**config.mk**
```make
export PLATFORM = sky130hd
export DESIGN_NAME = adc_seq_ctrl
export DESIGN_NICKNAME = d
export VERILOG_FILES = /design/src/rtl/adc_seq_pkg.sv /design/src/rtl/adc_seq_regs.sv /design/src/rtl/adc_seq_fsm.sv /design/src/rtl/adc_seq_ctrl.sv
export SDC_FILE = /design/constraint.sdc
export NUM_CORES = 1
export LEC_CHECK = 0
export ABC_AREA = 1
export BUFFER_PORTS_ARGS = -buffer_cell sky130_fd_sc_hd__buf_2
export CAP_MARGIN = 15
export CORE_ASPECT_RATIO = 0.6
export CORE_MARGIN = 8
export CORE_UTILIZATION = 55
export CTS_BUF_LIST = sky130_fd_sc_hd__clkbuf_8
export DETAILED_ROUTE_END_ITERATION = 10
export PLACE_DENSITY = 0.82
export RECOVER_POWER = 100
export SLEW_MARGIN = 20
export SYNTH_ARGS = -nofsm -noshare
export SYNTH_HDL_FRONTEND = slang
export SYNTH_SLANG_ARGS = --single-unit
```
**constraint.sdc**
```tcl
create_clock -name clk -period 1.8 [get_ports clk]
set_input_delay 0.18 -clock clk [delete_from_list [all_inputs] [get_ports clk]]
set_output_delay 0.18 -clock clk [all_outputs]
set_load 0.1 [all_outputs]
```
**src/rtl/adc_seq_pkg.sv**
```systemverilog
package adc_seq_pkg;
  localparam int unsigned CH_COUNT = 10;
  localparam int unsigned WORD_W   = 16;
  localparam int unsigned CHSEL_W  = 4;
  localparam int unsigned DONE_BIT = 2;
  localparam int unsigned BUSY_BIT = 0;
  localparam int unsigned IEN_BIT  = 2;

  typedef logic [WORD_W-1:0]  word_t;
  typedef logic [CHSEL_W-1:0] chan_t;

  typedef enum logic [1:0] {
    REG_CTRL = 2'd0,
    REG_IEN  = 2'd1,
    REG_STAT = 2'd2,
    REG_DATA = 2'd3
  } reg_sel_e;

  typedef enum logic [1:0] {
    SQ_IDLE   = 2'd0,
    SQ_SETTLE = 2'd1,
    SQ_FIRE   = 2'd2,
    SQ_WAIT   = 2'd3
  } seq_state_e;

  // control word, MSB first: settle request, enable mask, channel, go
  typedef struct packed {
    logic                settle;
    logic [CH_COUNT-1:0] en_mask;
    chan_t               chan;
    logic                go;
  } ctrl_word_t;

  // true when the selected channel exists and its mask bit is set
  function automatic logic chan_armed(ctrl_word_t w);
    logic hit;
    hit = 1'b0;
    for (int i = 0; i < CH_COUNT; i++) begin
      if (w.chan == chan_t'(i) && w.en_mask[i]) hit = 1'b1;
    end
    return hit;
  endfunction

  function automatic word_t status_word(logic done, logic busy);
    word_t v;
    v = '0;
    v[DONE_BIT] = done;
    v[BUSY_BIT] = busy;
    return v;
  endfunction

  function automatic word_t ien_word(logic en);
    word_t v;
    v = '0;
    v[IEN_BIT] = en;
    return v;
  endfunction
endpackage

```
**src/rtl/adc_seq_regs.sv**
```systemverilog
module adc_seq_regs
  import adc_seq_pkg::*;
(
  input  logic     clk,
  input  logic     rst_n,
  input  logic     wr_ctrl,
  input  logic     wr_ien,
  input  logic     wr_stat,
  input  word_t    wdata,
  input  logic     capture,
  input  word_t    result_in,
  input  logic     busy,
  input  reg_sel_e rd_sel,
  output word_t    rdata,
  output logic     ien_done,
  output logic     done_flag,
  output word_t    result_hold
);
  word_t ctrl_q;
  logic  clear_req;

  assign clear_req = wr_stat && wdata[DONE_BIT];

  always_ff @(posedge clk) begin
    if (!rst_n) begin
      ctrl_q      <= '0;
      ien_done    <= 1'b0;
      done_flag   <= 1'b0;
      result_hold <= '0;
    end else begin
      if (wr_ctrl) ctrl_q <= wdata;
      if (wr_ien)  ien_done <= wdata[IEN_BIT];
      if (capture) begin
        done_flag   <= 1'b1;
        result_hold <= result_in;
      end else if (clear_req) begin
        done_flag <= 1'b0;
      end
    end
  end

  always_comb begin
    unique case (rd_sel)
      REG_CTRL: rdata = ctrl_q;
      REG_IEN:  rdata = ien_word(ien_done);
      REG_STAT: rdata = status_word(done_flag, busy);
      REG_DATA: rdata = result_hold;
      default:  rdata = '0;
    endcase
  end
endmodule

```
**src/rtl/adc_seq_fsm.sv**
```systemverilog
module adc_seq_fsm
  import adc_seq_pkg::*;
#(
  parameter int unsigned SETTLE_CYCLES = 256
) (
  input  logic  clk,
  input  logic  rst_n,
  input  logic  accept,
  input  logic  want_settle,
  input  chan_t chan_in,
  input  logic  conv_done,
  output logic  conv_start,
  output chan_t conv_chan,
  output logic  busy,
  output logic  capture
);
  localparam int unsigned CNT_W = $clog2(SETTLE_CYCLES + 1);
  localparam logic [CNT_W-1:0] CNT_LOAD = CNT_W'(SETTLE_CYCLES - 1);

  seq_state_e       state_q;
  logic [CNT_W-1:0] cnt_q;
  chan_t            chan_q;

  always_ff @(posedge clk) begin
    if (!rst_n) begin
      state_q <= SQ_IDLE;
      cnt_q   <= '0;
      chan_q  <= '0;
    end else begin
      unique case (state_q)
        SQ_IDLE: if (accept) begin
          chan_q  <= chan_in;
          cnt_q   <= CNT_LOAD;
          state_q <= want_settle ? SQ_SETTLE : SQ_FIRE;
        end
        SQ_SETTLE: begin
          if (cnt_q == '0) state_q <= SQ_FIRE;
          else             cnt_q   <= cnt_q - 1'b1;
        end
        SQ_FIRE: state_q <= SQ_WAIT;
        SQ_WAIT: if (conv_done) state_q <= SQ_IDLE;
        default: state_q <= SQ_IDLE;
      endcase
    end
  end

  assign conv_start = (state_q == SQ_FIRE);
  assign conv_chan  = chan_q;
  assign busy       = (state_q != SQ_IDLE);
  assign capture    = (state_q == SQ_WAIT) && conv_done;
endmodule

```
**src/rtl/adc_seq_ctrl.sv**
```systemverilog
module adc_seq_ctrl
  import adc_seq_pkg::*;
#(
  parameter int unsigned SETTLE_CYCLES = 256
) (
  input  logic        clk,
  input  logic        rst_n,
  input  logic        bus_wr_en,
  input  logic [1:0]  bus_addr,
  input  logic [15:0] bus_wdata,
  output logic [15:0] bus_rdata,
  output logic [3:0]  conv_chan,
  output logic        conv_start,
  input  logic        conv_done,
  input  logic [15:0] conv_result,
  output logic        irq
);
  reg_sel_e   sel_w;
  ctrl_word_t req_w;
  logic       wr_ctrl, wr_ien, wr_stat;
  logic       start_accept, busy_w, capture_w;
  logic       done_q, ien_q;
  word_t      result_q;

  assign sel_w   = reg_sel_e'(bus_addr);
  assign req_w   = ctrl_word_t'(bus_wdata);
  assign wr_ctrl = bus_wr_en && (sel_w == REG_CTRL);
  assign wr_ien  = bus_wr_en && (sel_w == REG_IEN);
  assign wr_stat = bus_wr_en && (sel_w == REG_STAT);

  assign start_accept = wr_ctrl && req_w.go && chan_armed(req_w) && !busy_w;

  adc_seq_fsm #(.SETTLE_CYCLES(SETTLE_CYCLES)) u_fsm (
    .clk        (clk),
    .rst_n      (rst_n),
    .accept     (start_accept),
    .want_settle(req_w.settle),
    .chan_in    (req_w.chan),
    .conv_done  (conv_done),
    .conv_start (conv_start),
    .conv_chan  (conv_chan),
    .busy       (busy_w),
    .capture    (capture_w)
  );

  adc_seq_regs u_regs (
    .clk        (clk),
    .rst_n      (rst_n),
    .wr_ctrl    (wr_ctrl),
    .wr_ien     (wr_ien),
    .wr_stat    (wr_stat),
    .wdata      (bus_wdata),
    .capture    (capture_w),
    .result_in  (conv_result),
    .busy       (busy_w),
    .rd_sel     (sel_w),
    .rdata      (bus_rdata),
    .ien_done   (ien_q),
    .done_flag  (done_q),
    .result_hold(result_q)
  );

  assign irq = done_q && ien_q;
endmodule

```
==> flow_metrics.env <==
export IMPL_outcome="finished, final reports clean"
export IMPL_rsz0062_at_grt="false"
export IMPL_io_buffers=59
export IMPL_yosysUniqueCellTypes=29
export IMPL_drive_gt1_share_pct=21.5
export IMPL_cts_root_buf="clkbuf_8"
export IMPL_crit_type="reg -> out"
export IMPL_routed_wl_mm=6.86
export IMPL_wl_per_cell_um=15.1
export IMPL_end_kind="output pin"
export IMPL_cts_setup_buffers=0
export IMPL_slowest_stage="dfxtp_1"
export IMPL_crit_chain="inv_1 > ha_2 > inv_2 > nand2_1 > nand3_1 > buf_6"
export IMPL_synth_fp_nets=377
export IMPL_r2r_start="u_fsm.cnt_q[0]"
export IMPL_avgViaCountPerCell=5.51
export IMPL_crit_fanout=5
export IMPL_diodes=0
export IMPL_die_area_um2=6710
export IMPL_clk_pin_slew_ns=0.08
export IMPL_dp_hpwl_mm=5.07
export IMPL_cp_num_buf_inv=3
export IMPL_antenna_found_initial=0
export IMPL_syn_avg_cell_area_um2=7.07
export IMPL_ys_warn_count=0
export IMPL_setup_tns_ns=0
export IMPL_power_density_nw_per_um2=1280
export IMPL_maxCapViolCount=0
export IMPL_drc_errors=0
export IMPL_die_y_um=66.8
export IMPL_initial_core_util_pct=57.3
export IMPL_grt_pass1_wl_mm=11.2
export IMPL_fin_crit_ns=1.72
export IMPL_grt_max_degree=33
export IMPL_ant_nets=0
export IMPL_ctsHoldBuffers=0
export IMPL_synth_mux_area_fraction_pct=0
export IMPL_cts_max_path_buffers=2
export IMPL_grt_util_all_layers_pct=20.7
export IMPL_fin_area_um2=2850
export IMPL_io_pins=60
export IMPL_first_global_vias=2384
export IMPL_synth_adder_area_share_pct=2.65
export IMPL_cts_tree="done"
export IMPL_reg2reg_slack_ns=0.14
export IMPL_nNetsFinal=437
export IMPL_cp_num_cells=6
export IMPL_slew_limit_headroom_pct=24.1
export IMPL_synth_xor_area_share_pct=0
export IMPL_synth_compound_gate_area_share_pct=19.0
export IMPL_cts_buffers=5
export IMPL_dp_cells=447
export IMPL_crit_end="bus_rdata[0]"
export IMPL_synth_top_family_by_area="simple AND/OR/NAND/NOR gates"
export IMPL_syn_inst=334
export IMPL_clock_sinks=49
export IMPL_hold_viol_final=0
export IMPL_ir_drop_mv=0.800
export IMPL_power_total_w=0.00364
export IMPL_min_path_type="in -> reg"
export IMPL_yosysSeqAreaShare_pct=41.5
export IMPL_fmax_mhz=581
export IMPL_setup_viol=0
export IMPL_hold_depth=3
export IMPL_drt_pass1_iterations=5
export IMPL_insertion_delay_ns=0.30
export IMPL_tightest_slew_ns=1.14
export IMPL_worstSetupStartpoint="u_fsm.state_q[0]"
export IMPL_die_x_um=101
export IMPL_syn2layout_area_growth_pct=20.8
export IMPL_yosys_area_share_simple_pct=29.8
export IMPL_placed_area_um2=2970
export IMPL_cpPeakStageDelay_ns=0.39
export IMPL_core_um2=4120
export IMPL_rows=18
export IMPL_p_leak_nw=1.29
export IMPL_crit_path_start_kind="register"
export IMPL_syn_area_um2=2360
export IMPL_crit_family="buffers and inverters"
export IMPL_overflow=0
export IMPL_drt_iter0_markers=212
export IMPL_ys_ff_latch=49
export IMPL_gp_congestion=0.944
export IMPL_h_tree_depth=2
export IMPL_r2r_end="u_fsm.state_q[0]"
export IMPL_reg2regPathDepth=8
export IMPL_fin_cells=455
export IMPL_route_vias_total=2508
export IMPL_post_route_period_util_pct=95.6
export IMPL_drv_slew=0
export IMPL_critPathRequiredTime_ns=1.62
export IMPL_skew_ns=0.00531
export IMPL_arrival_ns=1.54
==> cells in the mapped netlist, drive strengths merged <==
cell type / n / area, um^2
nor2: 66 / 260
nand2: 59 / 241
dfxtp: 49 / 981
o21ai: 38 / 194
nand3: 30 / 155
inv: 26 / 100
a21oi: 20 / 100
a22o: 14 / 123
clkbuf: 10 / 37.5
ha: 5 / 62.6
buf: 3 / 20.0
nand4: 3 / 18.8
nor3: 3 / 15.0
a22oi: 2 / 15.0
clkinv: 2 / 7.51
a211oi: 1 / 7.51
a221oi: 1 / 8.76
nand3b: 1 / 7.51
or2: 1 / 6.26
==> layout make-up <==
cell class              instances  area [um^2]
well taps                      60         75.1
flip-flops and latches         49          981
repair buffers                 66          379
clock inverters                 3         11.3
inverters                      28          108
multi-input cells             244         1230
clock buffers                   5         68.8
fillers                       359         1270
==> how the worst min path moves through the flow <==
| stage | start | end | slack (ns) |
|---|---|---|---|
| after detailed placement | conv_result[13] | u_regs.result_hold[13] | 0.44 |
| after global placement | conv_result[8] | u_regs.result_hold[8] | 0.43 |
| after floorplan | bus_wdata[1] | u_regs.ctrl_q[1] | 0.32 |
| final | conv_result[6] | u_regs.result_hold[6] | 0.14 |
| after CTS | conv_result[13] | u_regs.result_hold[13] | 0.13 |
| after global routing | conv_result[8] | u_regs.result_hold[8] | 0.13 |
==> worst register-to-register path, delay by kind of cell, from the launching register on <==
| family | cells | cell delay (ns) |
|---|---|---|
| fa+ha+maj | 1 | 0.15 |
| simple gates | 4 | 0.52 |
| flops | 1 | 0.34 |
| compound gates | 2 | 0.50 |
| buf+inv | 1 | 0.06 |
==> kinds of logic after synthesis <==
kind of cell / count (synthesis)
AOI/OAI and AO/OA: 76
adders and majority gates: 5
DFF: 49
buffers and inverters: 41
and+or+nand+nor: 163
==> report_power, final <==
part / internal, W / total, W / switching [W]
registers: 0.00124 / 0.00138 / 0.000143
clock network: 0.000260 / 0.000594 / 0.000334
logic: 0.000542 / 0.00167 / 0.00113
total: 0.00204 / 0.00364 / 0.00160
==> state kept, by name (all words and copies together) (netlist names) <==
register            count
u_fsm.cnt_q             9
u_fsm.conv_chan         4
u_fsm.state_q           2
u_regs.ctrl_q          16
u_regs.done_flag        1
u_regs.ien_done         1
u_regs.result_hold     16
==> cell usage in the layout (no fill, tap or decap), types with 2 or more instances in the layout <==
master     n
nand3_1   29
dfxtp_1   49
ha_1       4
clkbuf_1   2
a22oi_1    2
nand4_1    3
nor2_1    63
o21ai_0   37
nand2_4    3
nor3_1     3
clkinv_1   2
buf_12     2
a21oi_1   20
nand2_1   55
clkbuf_2   7
inv_1     24
nor2_2     2
buf_2     48
clkbuf_8   5
buf_4      5
a22o_1    14
inv_2      4
==> what timing repair did <==
action	4_1_cts	5_1_grt
gates resized for setup	0	4
hold endpoints to repair	0	0
setup endpoints to repair	0	10
==> metrics by stage <==
| stage | util (%) | hold WS, ns | setup slack, ns |
|---|---|---|---|
| 6_report | 69.2 | 0.135 | 0.0783 |
| 5_1_grt | 69.2 | 0.133 | 0.0223 |
| 4_1_cts | 74.0 | 0.134 | 0.0201 |
| 3_5_place_dp | 72.1 | 0.441 | 0.0656 |
| 3_3_place_gp | 72.1 | 0.429 | 0.184 |
| 2_1_floorplan | - | 0.318 | 0.0828 |
==> layer usage <==
layer / vias up / part of all wire (%) / GRT usage (%)
li1: 1221 / - / -
met1: 1151 / 48 / 28.1
met2: 131 / 43 / 32.1
met3: 5 / 9.0 / 5.61
met4: 0 / 0.55 / 4.49
met5: - / 0 / 0
(Power assumes the default switching activity.)
